**config.mk**
```make
export PLATFORM = sky130hd
export DESIGN_NAME = vid_gain_ctrl
export DESIGN_NICKNAME = d
export VERILOG_FILES = /design/src/rtl/vg_pkg.sv /design/src/rtl/vg_mult.sv /design/src/rtl/vg_agc_path.sv /design/src/rtl/vid_gain_ctrl.sv
export SDC_FILE = /design/constraint.sdc
export NUM_CORES = 1
export LEC_CHECK = 0
export BUFFER_PORTS_ARGS = -buffer_cell sky130_fd_sc_hd__buf_2
export CAP_MARGIN = 25
export CORE_ASPECT_RATIO = 2
export CORE_MARGIN = 3
export CORE_UTILIZATION = 45
export CTS_BUF_LIST = sky130_fd_sc_hd__clkbuf_4 sky130_fd_sc_hd__clkbuf_8
export CTS_CLUSTER_DIAMETER = 120
export DETAILED_ROUTE_END_ITERATION = 16
export PLACE_DENSITY = 0.65
export SETUP_SLACK_MARGIN = 0.15
export SYNTH_ARGS = -nofsm -noshare
export SYNTH_HDL_FRONTEND = slang
export SYNTH_SLANG_ARGS = --single-unit
export TNS_END_PERCENT = 50
```
**constraint.sdc**
```tcl
create_clock -name clk -period 15.93 [get_ports clk]
set_input_delay 1.593 -clock clk [delete_from_list [all_inputs] [get_ports clk]]
set_output_delay 1.593 -clock clk [all_outputs]
set_load 0.005 [all_outputs]
```
**src/rtl/vg_pkg.sv**
```systemverilog
package vg_pkg;

  // chroma path mode selection, encoded as on the chroma_mode port
  typedef enum logic [1:0] {
    CM_MANUAL  = 2'b00,
    CM_AUTO    = 2'b01,
    CM_FOLLOW  = 2'b10,
    CM_FOLLOW2 = 2'b11
  } chroma_mode_e;

  // outcome of one loop decision
  typedef struct packed {
    logic up;
    logic dn;
  } step_t;

endpackage

```
**src/rtl/vg_mult.sv**
```systemverilog
module vg_mult #(
  parameter int SAMP_W = 9,
  parameter int GAIN_W = 12,
  parameter int FRAC_W = 10
) (
  input  logic [SAMP_W-1:0] x,
  input  logic [GAIN_W-1:0] g,
  output logic [SAMP_W-1:0] y,
  output logic              clip
);
  localparam int PROD_W = SAMP_W + GAIN_W + 1;
  localparam logic [PROD_W-1:0] HALF = PROD_W'(1) << (FRAC_W - 1);
  localparam logic [PROD_W-1:0] YMAX = PROD_W'({SAMP_W{1'b1}});

  // rounded fixed-point product before clamping
  function automatic logic [PROD_W-1:0] scale(input logic [SAMP_W-1:0] a,
                                              input logic [GAIN_W-1:0] b);
    logic [PROD_W-1:0] p;
    p = PROD_W'(a) * PROD_W'(b) + HALF;
    return p >> FRAC_W;
  endfunction

  logic [PROD_W-1:0] scaled;

  always_comb begin
    scaled = scale(x, g);
    clip   = (scaled > YMAX);
    y      = clip ? {SAMP_W{1'b1}} : scaled[SAMP_W-1:0];
  end
endmodule

```
**src/rtl/vg_agc_path.sv**
```systemverilog
module vg_agc_path
  import vg_pkg::*;
#(
  parameter int SAMP_W   = 9,
  parameter int GAIN_W   = 12,
  parameter int WIN_LEN  = 1024,
  parameter int GAIN_MIN = 256,
  parameter int GAIN_MAX = 4095,
  parameter int GAIN_RST = 1024,
  parameter int HYST     = 16
) (
  input  logic              clk,
  input  logic              rst_n,
  input  logic              manual_en,
  input  logic              auto_en,
  input  logic              follow_en,
  input  logic              freeze,
  input  logic [GAIN_W-1:0] follow_val,
  input  logic              wr_en,
  input  logic [GAIN_W-1:0] wr_data,
  input  logic              smp_valid,
  input  logic [SAMP_W-1:0] y_now,
  input  logic [SAMP_W-1:0] target,
  output logic [GAIN_W-1:0] gain_q,
  output logic [GAIN_W-1:0] gain_d,
  output logic              win_end
);
  localparam int CNT_W = (WIN_LEN > 1) ? $clog2(WIN_LEN) : 1;
  localparam logic [CNT_W-1:0] CNT_LAST = CNT_W'(WIN_LEN - 1);
  localparam int CMP_W = SAMP_W + 2;

  // loop decision from window peak, target and present gain
  function automatic step_t decide(input logic [SAMP_W-1:0] pk,
                                   input logic [SAMP_W-1:0] tgt,
                                   input logic [GAIN_W-1:0] g);
    step_t s;
    logic [CMP_W-1:0] pk_h;
    pk_h = CMP_W'(pk) + CMP_W'(HYST);
    s.dn = (pk > tgt) && (g > GAIN_W'(GAIN_MIN));
    s.up = (pk_h < CMP_W'(tgt)) && (g < GAIN_W'(GAIN_MAX));
    return s;
  endfunction

  logic              run;
  logic [CNT_W-1:0]  cnt_q;
  logic [SAMP_W-1:0] peak_q;
  logic [SAMP_W-1:0] peak_now;
  step_t             step_now;

  assign run      = auto_en & ~freeze;
  assign win_end  = run & smp_valid & (cnt_q == CNT_LAST);
  assign peak_now = (y_now > peak_q) ? y_now : peak_q;
  assign step_now = decide(peak_now, target, gain_q);

  always_comb begin
    if (follow_en)                      gain_d = follow_val;
    else if (manual_en && wr_en)        gain_d = wr_data;
    else if (win_end && step_now.dn)    gain_d = gain_q - GAIN_W'(1);
    else if (win_end && step_now.up)    gain_d = gain_q + GAIN_W'(1);
    else                                gain_d = gain_q;
  end

  always_ff @(posedge clk or negedge rst_n) begin
    if (!rst_n) begin
      gain_q <= GAIN_W'(GAIN_RST);
      cnt_q  <= '0;
      peak_q <= '0;
    end else begin
      gain_q <= gain_d;
      if (!run) begin
        cnt_q  <= '0;
        peak_q <= '0;
      end else if (smp_valid) begin
        if (win_end) begin
          cnt_q  <= '0;
          peak_q <= '0;
        end else begin
          cnt_q  <= cnt_q + CNT_W'(1);
          peak_q <= peak_now;
        end
      end
    end
  end
endmodule

```
**src/rtl/vid_gain_ctrl.sv**
```systemverilog
module vid_gain_ctrl
  import vg_pkg::*;
#(
  parameter int SAMP_W   = 9,
  parameter int GAIN_W   = 12,
  parameter int FRAC_W   = 10,
  parameter int WIN_LEN  = 1024,
  parameter int GAIN_MIN = 256,
  parameter int GAIN_MAX = 4095,
  parameter int HYST     = 16
) (
  input  logic              clk,
  input  logic              rst_n,
  input  logic              smp_valid,
  input  logic [SAMP_W-1:0] luma_in,
  input  logic [SAMP_W-1:0] chroma_in,
  input  logic              luma_mode,
  input  logic [1:0]        chroma_mode,
  input  logic              freeze,
  input  logic              luma_gain_wr,
  input  logic              chroma_gain_wr,
  input  logic [GAIN_W-1:0] gain_wdata,
  input  logic [SAMP_W-1:0] luma_target,
  input  logic [SAMP_W-1:0] chroma_target,
  output logic              out_valid,
  output logic [SAMP_W-1:0] luma_out,
  output logic [SAMP_W-1:0] chroma_out,
  output logic              luma_clip,
  output logic              chroma_clip,
  output logic [GAIN_W-1:0] luma_gain_rd,
  output logic [GAIN_W-1:0] chroma_gain_rd
);
  localparam int NPATH    = 2;
  localparam int LUMA     = 0;
  localparam int CHROMA   = 1;
  localparam int GAIN_RST = 1 << FRAC_W;

  chroma_mode_e      cmode;
  logic [SAMP_W-1:0] x_in     [NPATH];
  logic [SAMP_W-1:0] tgt      [NPATH];
  logic [SAMP_W-1:0] y_now    [NPATH];
  logic [SAMP_W-1:0] y_q      [NPATH];
  logic [GAIN_W-1:0] g_q      [NPATH];
  logic [GAIN_W-1:0] g_d      [NPATH];
  logic [GAIN_W-1:0] g_act    [NPATH];
  logic [GAIN_W-1:0] fol_val  [NPATH];
  logic [NPATH-1:0]  man, aut, fol, wr, clip_now, clip_q, win_end;
  logic              vld_q;

  // named internal events for the checker
  logic [GAIN_W-1:0] luma_gain_q, chroma_gain_q;
  logic              luma_win_end, chroma_win_end;

  assign cmode = chroma_mode_e'(chroma_mode);

  assign x_in[LUMA]    = luma_in;
  assign x_in[CHROMA]  = chroma_in;
  assign tgt[LUMA]     = luma_target;
  assign tgt[CHROMA]   = chroma_target;
  assign wr[LUMA]      = luma_gain_wr;
  assign wr[CHROMA]    = chroma_gain_wr;

  assign man[LUMA]     = ~luma_mode;
  assign aut[LUMA]     = luma_mode;
  assign fol[LUMA]     = 1'b0;
  assign man[CHROMA]   = (cmode == CM_MANUAL);
  assign aut[CHROMA]   = (cmode == CM_AUTO);
  assign fol[CHROMA]   = (cmode == CM_FOLLOW) || (cmode == CM_FOLLOW2);

  assign fol_val[LUMA]   = '0;
  assign fol_val[CHROMA] = g_d[LUMA];

  // gain acting on this cycle's samples
  assign g_act[LUMA]   = g_q[LUMA];
  assign g_act[CHROMA] = fol[CHROMA] ? g_q[LUMA] : g_q[CHROMA];

  generate
    for (genvar p = 0; p < NPATH; p++) begin : g_path
      vg_mult #(
        .SAMP_W(SAMP_W), .GAIN_W(GAIN_W), .FRAC_W(FRAC_W)
      ) u_mult (
        .x(x_in[p]), .g(g_act[p]), .y(y_now[p]), .clip(clip_now[p])
      );

      vg_agc_path #(
        .SAMP_W(SAMP_W), .GAIN_W(GAIN_W), .WIN_LEN(WIN_LEN),
        .GAIN_MIN(GAIN_MIN), .GAIN_MAX(GAIN_MAX),
        .GAIN_RST(GAIN_RST), .HYST(HYST)
      ) u_agc (
        .clk(clk), .rst_n(rst_n),
        .manual_en(man[p]), .auto_en(aut[p]), .follow_en(fol[p]),
        .freeze(freeze), .follow_val(fol_val[p]),
        .wr_en(wr[p]), .wr_data(gain_wdata),
        .smp_valid(smp_valid), .y_now(y_now[p]), .target(tgt[p]),
        .gain_q(g_q[p]), .gain_d(g_d[p]), .win_end(win_end[p])
      );

      always_ff @(posedge clk or negedge rst_n) begin
        if (!rst_n) begin
          y_q[p]    <= '0;
          clip_q[p] <= 1'b0;
        end else begin
          clip_q[p] <= smp_valid & clip_now[p];
          if (smp_valid) y_q[p] <= y_now[p];
        end
      end
    end
  endgenerate

  always_ff @(posedge clk or negedge rst_n) begin
    if (!rst_n) vld_q <= 1'b0;
    else        vld_q <= smp_valid;
  end

  assign out_valid      = vld_q;
  assign luma_out       = y_q[LUMA];
  assign chroma_out     = y_q[CHROMA];
  assign luma_clip      = clip_q[LUMA];
  assign chroma_clip    = clip_q[CHROMA];
  assign luma_gain_rd   = g_act[LUMA];
  assign chroma_gain_rd = g_act[CHROMA];

  assign luma_gain_q    = g_q[LUMA];
  assign chroma_gain_q  = g_q[CHROMA];
  assign luma_win_end   = win_end[LUMA];
  assign chroma_win_end = win_end[CHROMA];
endmodule

```
==> results of run 1 <==
-- state kept, by name (all words and copies together) (netlist names) --
signal               count
chroma_clip              1
g_path.u_agc.cnt_q      20
luma_out                 9
chroma_out               9
luma_clip                1
out_valid                1
g_path.u_agc.gain_q     24
g_path.u_agc.peak_q     18
-- logic make-up after synthesis --
kind of cell / after synthesis
muxes: 31
xor gates and xnor gates: 45
AOI/OAI and AO/OA: 290
DFF: 83
buffers and inverters: 278
and+or+nand+nor: 554
adders and majority gates: 314
-- through the flow --
stage          setup slack (ps)  util [%]  std cells
3_3_place_gp               2745     48.48       1999
3_5_place_dp               2493     48.52       2000
6_report                   2847     49.18       2017
4_1_cts                    2874     49.15       2016
2_1_floorplan              3215         -       1595
5_1_grt                    1717     49.18       2017
-- critical path: cells and delay by family --
family | cells | cell delay (ps)
simple gates | 7 | 1550
xor+xnor | 1 | 130
mux | 1 | 490
compound gates | 27 | 4890
fa+ha+maj | 9 | 3710
buf+inv | 4 | 990
-- per-layer routing --
layer	global-route usage (%)	vias to the layer above	wire (µm)
li1	-	5464	-
met1	24.72	5781	13500
met2	48.96	275	22870
met3	2.052	117	987
met4	12.47	0	2167
met5	0	-	0
-- Yosys cell counts (6+ instances only) --
cell type	number	share of area, %
nand3_1	28	1.0
nor3_1	22	0.81
and2_1	100	4.6
a21o_1	19	1.0
xnor2_1	30	1.9
nand2_1	214	5.9
mux2_2	19	1.6
ha_1	171	16
xor2_1	15	0.96
buf_1	8	0.22
fa_1	143	21
inv_1	207	5.7
o41ai_1	7	0.45
or3_1	13	0.60
clkbuf_1	54	1.5
buf_2	7	0.26
o21ai_0	76	2.8
mux2i_1	12	0.88
a21oi_1	59	2.2
nand4_1	25	1.1
nor2b_1	16	0.73
a22o_1	14	0.90
a211oi_1	15	0.82
dfrtp_1	81	15
o31ai_1	7	0.38
o21a_1	15	0.82
nand2b_1	10	0.46
a31oi_1	14	0.64
nor2_1	76	2.1
o21bai_1	6	0.33
and3_1	14	0.64
-- how the worst max path moves through the flow --
stage                        start                        end  slack (ps)  cells after the start
global placement    chroma_mode[1]  g_path[1].u_agc.gain_q[8]        2740                     49
CTS                 chroma_mode[1]  g_path[1].u_agc.gain_q[8]        2870                     49
global route        chroma_mode[1]  g_path[1].u_agc.gain_q[8]        1720                     49
detailed placement  chroma_mode[1]  g_path[1].u_agc.gain_q[8]        2490                     49
finish              chroma_mode[1]  g_path[1].u_agc.gain_q[8]        2850                     49
floorplan           chroma_mode[1]  g_path[1].u_agc.gain_q[8]        3220                     51
-- area by class of cell --
class / instances / area [µm²] / area share [%]
multi-input cells: 1234 / 10520 / 71.95
clock buffers: 10 / 131.4 / 0.8985
well taps: 364 / 455.4 / 3.115
clock inverters: 6 / 56.30 / 0.3851
flip-flops and latches: 83 / 2079 / 14.22
repair buffers: 113 / 601.8 / 4.116
inverters: 207 / 777.0 / 5.314
==> run_results.csv, run 1 <==
group,metric,value,unit
global_route,grt_max_degree,58,
global_route,grt_pass1_vias,12250,
global_route,gr-total-overflow,0,
sta,hold_ws,501.3,ps
placed_design,hpwl,32330,µm
status,status,"completed",
cells_and_area,fill_cells,2859,
placed_design,place.gp.congestion,0.9485,
critical_path,critical_path_class,"in2reg",
synthesis,synth_edf_count,0,
sta,slew_violations,0,
clock_network,cts_tree,"done",
critical_path,crit_top_cell,"o21ai_0",
synthesis,synthSimpleGateAreaFrac,20.23,%
global_route,grt_first_pass_wirelength,63310,µm
placed_design,io_buffer_count,101,
critical_path,slowest_stage,"fa_1",
critical_path,end_kind,"register",
placed_design,placed_area,0.01443,mm²
global_route,antenna_found_initial,0,
sta,clock_skew,17.17,ps
synthesis,synth_compound_area_share,14.79,%
detailed_routing,ant_nets,0,
clock_network,clk_path_buf_depth,2,
critical_path,reg2reg_slack,3730,ps
sta,setup_violations,0,
global_route,grt_use_total,24.69,%
hold_path,min_to,"g_path[1].u_agc.peak_q[4]",
clock_network,cts_resized,0,
sta,grt_setup_unrepaired,"false",
synthesis,synth_flop_cell,"dfrtp_1",
synthesis,synthXorXnorAreaFrac,2.886,%
detailed_routing,avgRoutedWirePerCell,19.60,µm
detailed_routing,drc_errors,0,
sta,tns,0,ps
sta,fin_crit_sh,82.13,%
clock_network,cts_setup_buffers,0,
synthesis,ys_types,81,
cells_and_area,final_nets,2019,
hold_path,min_path_type,"reg2reg",
critical_path,critical_path_required,16220,ps
synthesis,seq_area_frac_synth,15.23,%
synthesis,ys.warnings.count,0,
cells_and_area,final_common_cell,"nand2_1",
sta,maxSlewHeadroom,32.60,%
flow_run,drv_cap,0,
synthesis,syn_area_per_cell,8.562,µm²
synthesis,syn_inst,1595,
detailed_routing,drt_first_iter_violations,572,
clock_network,clock_sinks,83,
synthesis,synth_seq_cells,83,
clock_network,htreeDepth,3,
sta,tightest_slew,1008,ps
detailed_routing,wl,39530,µm
sta,timing.fmax,0.07643,GHz
cells_and_area,diodes,0,
die,initial_core_util,45.93,%
die,die_w,129.2,µm
synthesis,synth_area,0.01366,mm²
critical_path,reg2regPathDepth,49,
clock_network,numCtsBuffers,9,
synthesis,synth_fa_ha_area_share,36.63,%
hold_path,hold_depth,2,
critical_path,r2r-start,"g_path[0].u_agc.gain_q[6]",
clock_network,clk_pin_slew,100,ps
critical_path,cp.arrival,13370,ps
critical_path,rr_endpoint,"g_path[1].u_agc.gain_q[8]",
detailed_routing,avgViaCountPerCell,5.769,
synthesis,async_flop_share,100.0,%
detailed_routing,first_pass_iters,5,
detailed_routing,vias,11640,
die,die-area,0.03260,mm²
synthesis,syn-num-nets,1966,
sta,finalHoldViolations,0,
clock_network,cts_root_buffer,"clkbuf_8",
die,num_io_pins,102,
sta,final.min_clock_period,13080,ps
cells_and_area,fin_area,0.01462,mm²
clock_network,worstSkewPairLatency,400,ps
clock_network,cts_hold_buf,0,
die,core,0.02973,mm²
critical_path,slowest_delay,560,ps
hold_path,hp-start,"g_path[1].u_agc.peak_q[4]",
die,die_h,252.4,µm
cells_and_area,area_delta_synth_final,7.073,%
critical_path,cp-start-kind,"primary input",
cells_and_area,drive_gt1_share,10.95,%
synthesis,synth_mux_area_share,2.446,%
synthesis,synth_top_family_by_area,"adder cells",
cells_and_area,layout_common_cells,"nand2_1 (214), inv_1 (207), ha_1 (171)",
critical_path,crit_fanout,29,
die,rows,89,
Power of run 1 is not shown: default switching activity piles up to over one toggle a cycle in this logic, so the estimate is an artifact.
==> run 2: changes to the inputs <==
Settings changed: ABC_AREA from default to 1.
Clock period 15.93 ns to 12.8 ns, I/O delays scaled along.
==> run_results.csv, run 2 <==
group,metric,value,unit
status,status,"completed",
detailed_routing,ant_nets,0,
placed_design,place.gp.congestion,0.9640,
critical_path,reg2regPathDepth,57,
hold_path,hold_depth,2,
die,num_io_pins,102,
cells_and_area,area_delta_synth_final,7.721,%
synthesis,syn-num-nets,2208,
sta,tns,0,ps
critical_path,rr_endpoint,"g_path[1].u_agc.gain_q[10]",
synthesis,seq_area_frac_synth,15.19,%
synthesis,synth_most_common_cell,"nand2_1",
clock_network,cts_root_buffer,"clkbuf_8",
die,die_h,252.7,µm
cells_and_area,regMostFlops,"g_path.u_agc.gain_q",
sta,final.min_clock_period,11750,ps
hold_path,min_path_type,"reg2reg",
critical_path,slowest_stage,"fa_1",
clock_network,htreeDepth,3,
critical_path,crit_top_cell,"nand2_1",
cells_and_area,final_common_cell,"nand2_1",
die,die-area,0.03268,mm²
critical_path,crit_fanout,32,
clock_network,cts_resized,0,
detailed_routing,drt_first_iter_violations,592,
critical_path,end_kind,"register",
synthesis,yosys-top-cells-area,"fa_1 (21%), ha_1 (16%), dfrtp_1 (15%)",
clock_network,clk_pin_slew,100,ps
critical_path,critical_path_required,13130,ps
placed_design,io_buffer_count,101,
die,rows,89,
synthesis,ys.warnings.count,0,
clock_network,worstSkewPairLatency,380,ps
detailed_routing,drc_errors,0,
detailed_routing,first_pass_iters,7,
cells_and_area,drive_gt1_share,10.91,%
clock_network,numCtsBuffers,9,
sta,slew_violations,0,
flow_run,drv_cap,0,
critical_path,critical_path_class,"in2reg",
clock_network,cts_tree,"done",
cells_and_area,reg_top3,"g_path.u_agc.gain_q: 24 flops, g_path.u_agc.cnt_q: 20 flops, g_path.u_agc.peak_q: 18 flops",
sta,grt_setup_unrepaired,"false",
synthesis,synth_area_leader_cell,"fa_1",
global_route,grt_pass1_vias,13370,
detailed_routing,vias,12390,
sta,clock_skew,8.621,ps
global_route,grt_use_total,26.64,%
global_route,antenna_found_initial,2,
critical_path,cp-start-kind,"primary input",
synthesis,synth_edf_count,0,
synthesis,synth_flop_cell,"dfrtp_1",
global_route,grt_first_pass_wirelength,67020,µm
synthesis,synth_area,0.01369,mm²
detailed_routing,avgViaCountPerCell,5.430,
sta,finalHoldViolations,0,
sta,tightest_slew,981.5,ps
die,core,0.02973,mm²
critical_path,crit_family,"adder cells",
hold_path,hp-start,"g_path[1].u_agc.gain_q[10]",
sta,hold_ws,498.2,ps
cells_and_area,largest_reg_flops,24,
global_route,gr-total-overflow,0,
synthesis,yosys.area.top_type_share,20.91,%
cells_and_area,layout_common_cells,"nand2_1 (433), inv_1 (358), ha_1 (171)",
synthesis,syn_area_per_cell,7.454,µm²
critical_path,r2r-start,"g_path[0].u_agc.gain_q[6]",
clock_network,cts_setup_buffers,0,
global_route,grt_max_degree,47,
synthesis,async_flop_share,100.0,%
synthesis,synth_common_cells,"nand2_1 (434), inv_1 (358), ha_1 (171), fa_1 (143), nor2_1 (140)",
clock_network,clk_path_buf_depth,2,
critical_path,reg2reg_slack,1380,ps
clock_network,cts_hold_buf,0,
die,die_w,129.3,µm
synthesis,syn_inst,1837,
sta,maxSlewHeadroom,34.26,%
placed_design,hpwl,34940,µm
synthesis,ys_types,64,
hold_path,min_to,"g_path[1].u_agc.gain_q[10]",
synthesis,synth_seq_cells,83,
clock_network,clock_sinks,83,
sta,timing.fmax,0.08510,GHz
detailed_routing,wl,41670,µm
sta,fin_crit_sh,91.81,%
die,initial_core_util,46.05,%
detailed_routing,avgRoutedWirePerCell,18.27,µm
critical_path,cp.arrival,12080,ps
sta,setup_violations,0,
cells_and_area,final_nets,2281,
critical_path,crit_buf_inv,11,
critical_path,slowest_delay,550,ps
## run 2: changes by cell type in the layout (fill, tap and decap cells not counted), sizes merged, moves of 14 or more
cell and change:
nor2b -16, inv +158, nor2 +69, a22o -14
nand2 +248, nand3 +53, mux2 -19, o22ai +17
and2 -98, xnor2 -17, a21o -18
## run 2: per-stage QoR
stage / instances / utilization [%] / setup slack [ps] / instance area (µm²)
after floorplan: 1837 / - / 1593 / 13690
after global placement: 2263 / 48.85 / 278.2 / 14520
after detailed placement: 2263 / 48.85 / 136.2 / 14520
after CTS: 2279 / 49.48 / 534.7 / 14710
after global routing: 2280 / 49.60 / 239.2 / 14750
final: 2281 / 49.61 / 1048 / 14750
## run 2: cell families after synthesis
family                     share of synthesized area [%]
and+or+nand+nor                                    24.40
adders and majority gates                          36.53
buffers and inverters                              11.94
AOI/OAI and AO/OA                                  9.128
xor gates and xnor gates                           2.814
DFF                                                15.19
## run 2: worst min-delay path: stages, from the launching register on
cell,delay [ps]
dfstp_2,400
nand2_2,60
nand2_1,40
## run 2: metal layers
metal  track usage (%)  up-vias  part of all wire [%]
li1                  -     5914                     -
met1             24.67     5944                    32
met2             52.64      368                    57
met3             1.798      160                   3.1
met4             18.86        0                   8.2
met5                 0        -                     0
## run 2: how the worst max path moves through the flow
stage | startpoint | end | slack, ps | depth (start not counted)
3_3_place_gp | chroma_mode[1] | g_path[1].u_agc.gain_q[10] | 280 | 57
5_1_grt | chroma_mode[1] | g_path[1].u_agc.gain_q[10] | 240 | 59
4_1_cts | chroma_mode[1] | g_path[1].u_agc.gain_q[10] | 530 | 57
3_5_place_dp | chroma_mode[1] | g_path[1].u_agc.gain_q[10] | 140 | 57
6_report | chroma_mode[1] | g_path[1].u_agc.gain_q[10] | 1050 | 60
2_1_floorplan | chroma_mode[1] | g_path[1].u_agc.gain_q[10] | 1590 | 61
## run 2: layout make-up
cell class / count / area [µm²]
clock buffer: 10 / 137.6
fill: 3022 / 14980
sequential: 83 / 2079
multi-input combinational: 1333 / 10010
tap: 364 / 455.4
clock inverter: 6 / 48.80
inverter: 370 / 1413
antenna: 2 / 5.005
timing repair buffer: 113 / 604.3
Power of run 2 is left out for the same reason.
==> run 3: changes to the inputs <==
Settings changed: ABC_AREA 1 to 0, CORE_UTILIZATION 45 to 55, PLACE_DENSITY 0.65 to 0.76.
==> run_results.csv, run 3 (synthesis gave the netlist of run 1 again) <==
group,metric,value,unit
critical_path,critical_path_required,13070,ps
cells_and_area,final_nets,2040,
sta,clock_skew,20.11,ps
clock_network,numCtsBuffers,9,
global_route,use_met2,57.23,%
die,rows,81,
global_route,grt_busiest_layer,"met2",
hold_path,min_path_type,"reg2reg",
hold_path,min_to,"g_path[1].u_agc.peak_q[4]",
die,initial_core_util,55.91,%
global_route,grtUsageMet3,2.328,%
sta,setup_violations,0,
cells_and_area,largest_reg_flops,24,
critical_path,reg2regPathDepth,49,
hold_path,hp-start,"g_path[1].u_agc.peak_q[4]",
cells_and_area,reg_top3,"g_path.u_agc.gain_q: 24 flops, g_path.u_agc.cnt_q: 20 flops, g_path.u_agc.peak_q: 18 flops",
detailed_routing,ant_nets,0,
clock_network,clk_pin_slew,100,ps
clock_network,clock_sinks,83,
global_route,gr-total-overflow,0,
cells_and_area,fill_cells,2172,
cells_and_area,final_common_cell,"nand2_1",
global_route,grt_first_pass_wirelength,61890,µm
critical_path,cp.arrival,12210,ps
global_route,grt_max_degree,58,
sta,slew_violations,0,
critical_path,critical_path_class,"in2reg",
die,num_io_pins,102,
critical_path,crit_fanout,18,
global_route,grt_use_total,28.64,%
critical_path,slowest_stage,"fa_1",
sta,grt_setup_unrepaired,"false",
sta,final.min_clock_period,11940,ps
detailed_routing,vias,11980,
cells_and_area,drive_gt1_share,12.19,%
critical_path,cp-start-kind,"primary input",
status,status,"completed",
cells_and_area,area_delta_synth_final,8.484,%
cells_and_area,layout_common_cells,"nand2_1 (214), inv_1 (207), ha_1 (171)",
clock_network,worstSkewPairLatency,390,ps
cells_and_area,regMostFlops,"g_path.u_agc.gain_q",
placed_design,pre_cts_slack,-130.5,ps
critical_path,slowest_delay,530,ps
detailed_routing,drt_first_iter_violations,656,
die,die_h,228.8,µm
detailed_routing,drc_errors,0,
critical_path,end_kind,"register",
global_route,grt_pass1_vias,12630,
global_route,gr-usage-met1,27.09,%
critical_path,crit_top_cell,"o21ai_0",
detailed_routing,first_pass_iters,5,
critical_path,rr_endpoint,"g_path[1].u_agc.gain_q[8]",
sta,hold_ws,488.4,ps
die,die-area,0.02687,mm²
placed_design,hpwl,31450,µm
flow_run,drv_cap,0,
sta,maxSlewHeadroom,36.19,%
clock_network,clk_path_buf_depth,2,
placed_design,io_buffer_count,101,
cells_and_area,diodes,0,
sta,finalHoldViolations,0,
sta,tns,0,ps
critical_path,r2r-start,"g_path[0].u_agc.gain_q[6]",
clock_network,cts_hold_buf,0,
clock_network,htreeDepth,3,
clock_network,cts_root_buffer,"clkbuf_8",
sta,tightest_slew,953.6,ps
sta,fin_ws,858.8,ps
clock_network,cts_tree,"done",
detailed_routing,avgRoutedWirePerCell,19.24,µm
placed_design,place.gp.congestion,0.9746,
sta,fin_crit_sh,93.29,%
die,die_w,117.4,µm
global_route,antenna_found_initial,1,
detailed_routing,avgViaCountPerCell,5.974,
hold_path,hold_depth,2,
sta,timing.fmax,0.08374,GHz
detailed_routing,wl,38600,µm
die,core,0.02442,mm²
critical_path,reg2reg_slack,1130,ps
## run 3: cell types whose count changed in the layout (fill, tap and decap cells not counted), moves of 26 or more
cell     delta
nor2_1     -64
inv_1     -151
and2_1     +98
nand2_1   -219
nand2_2    -26
nand3_1    -48
## run 3: layer usage
layer	share of wire [%]	wire [µm]
met4	7.1	2758
met3	3.3	1260
met5	0	0
met1	33	12550
met2	57	22030
## run 3: how the worst max path moves through the flow
stage	start	end	slack, ps	cells after the start
6_report	chroma_mode[1]	g_path[1].u_agc.gain_q[8]	860	50
5_1_grt	chroma_mode[1]	g_path[1].u_agc.gain_q[8]	170	47
3_5_place_dp	chroma_mode[1]	g_path[1].u_agc.gain_q[8]	-130	48
4_1_cts	chroma_mode[1]	g_path[1].u_agc.gain_q[8]	260	46
3_3_place_gp	chroma_mode[1]	g_path[1].u_agc.gain_q[8]	280	48
2_1_floorplan	chroma_mode[1]	g_path[1].u_agc.gain_q[8]	400	51
## run 3: through the flow
stage,util [%],cells,instance area [µm²]
2_1_floorplan,-,1595,13660
3_3_place_gp,59.32,1982,14490
3_5_place_dp,59.36,1983,14500
4_1_cts,60.30,1999,14730
5_1_grt,60.65,2006,14810
6_report,60.65,2006,14810
## run 3: what timing repair did
item	CTS	global route
resized for setup	0	7
endpoints found under the setup margin	0	8
buffers inserted	0	6
## run 3: cell type report
type / count / area [µm²] / area share [%]
inverters: 207 / 777.0 / 5.245
well taps: 332 / 415.4 / 2.804
clock buffers: 9 / 123.9 / 0.8362
clock inverters: 7 / 105.1 / 0.7095
multi-input cells: 1235 / 10560 / 71.28
flip-flops and latches: 83 / 2079 / 14.04
repair buffers: 133 / 754.5 / 5.093
## run 3: worst max-delay path, delay by kind of cell
family,cells,cell delay (ps)
xor gates and xnor gates,1,60
AOI/OAI and AO/OA,27,4900
and+or+nand+nor,7,970
muxes,1,450
buffers and inverters,5,800
adders and majority gates,9,3740
Power of run 3 is left out for the same reason.
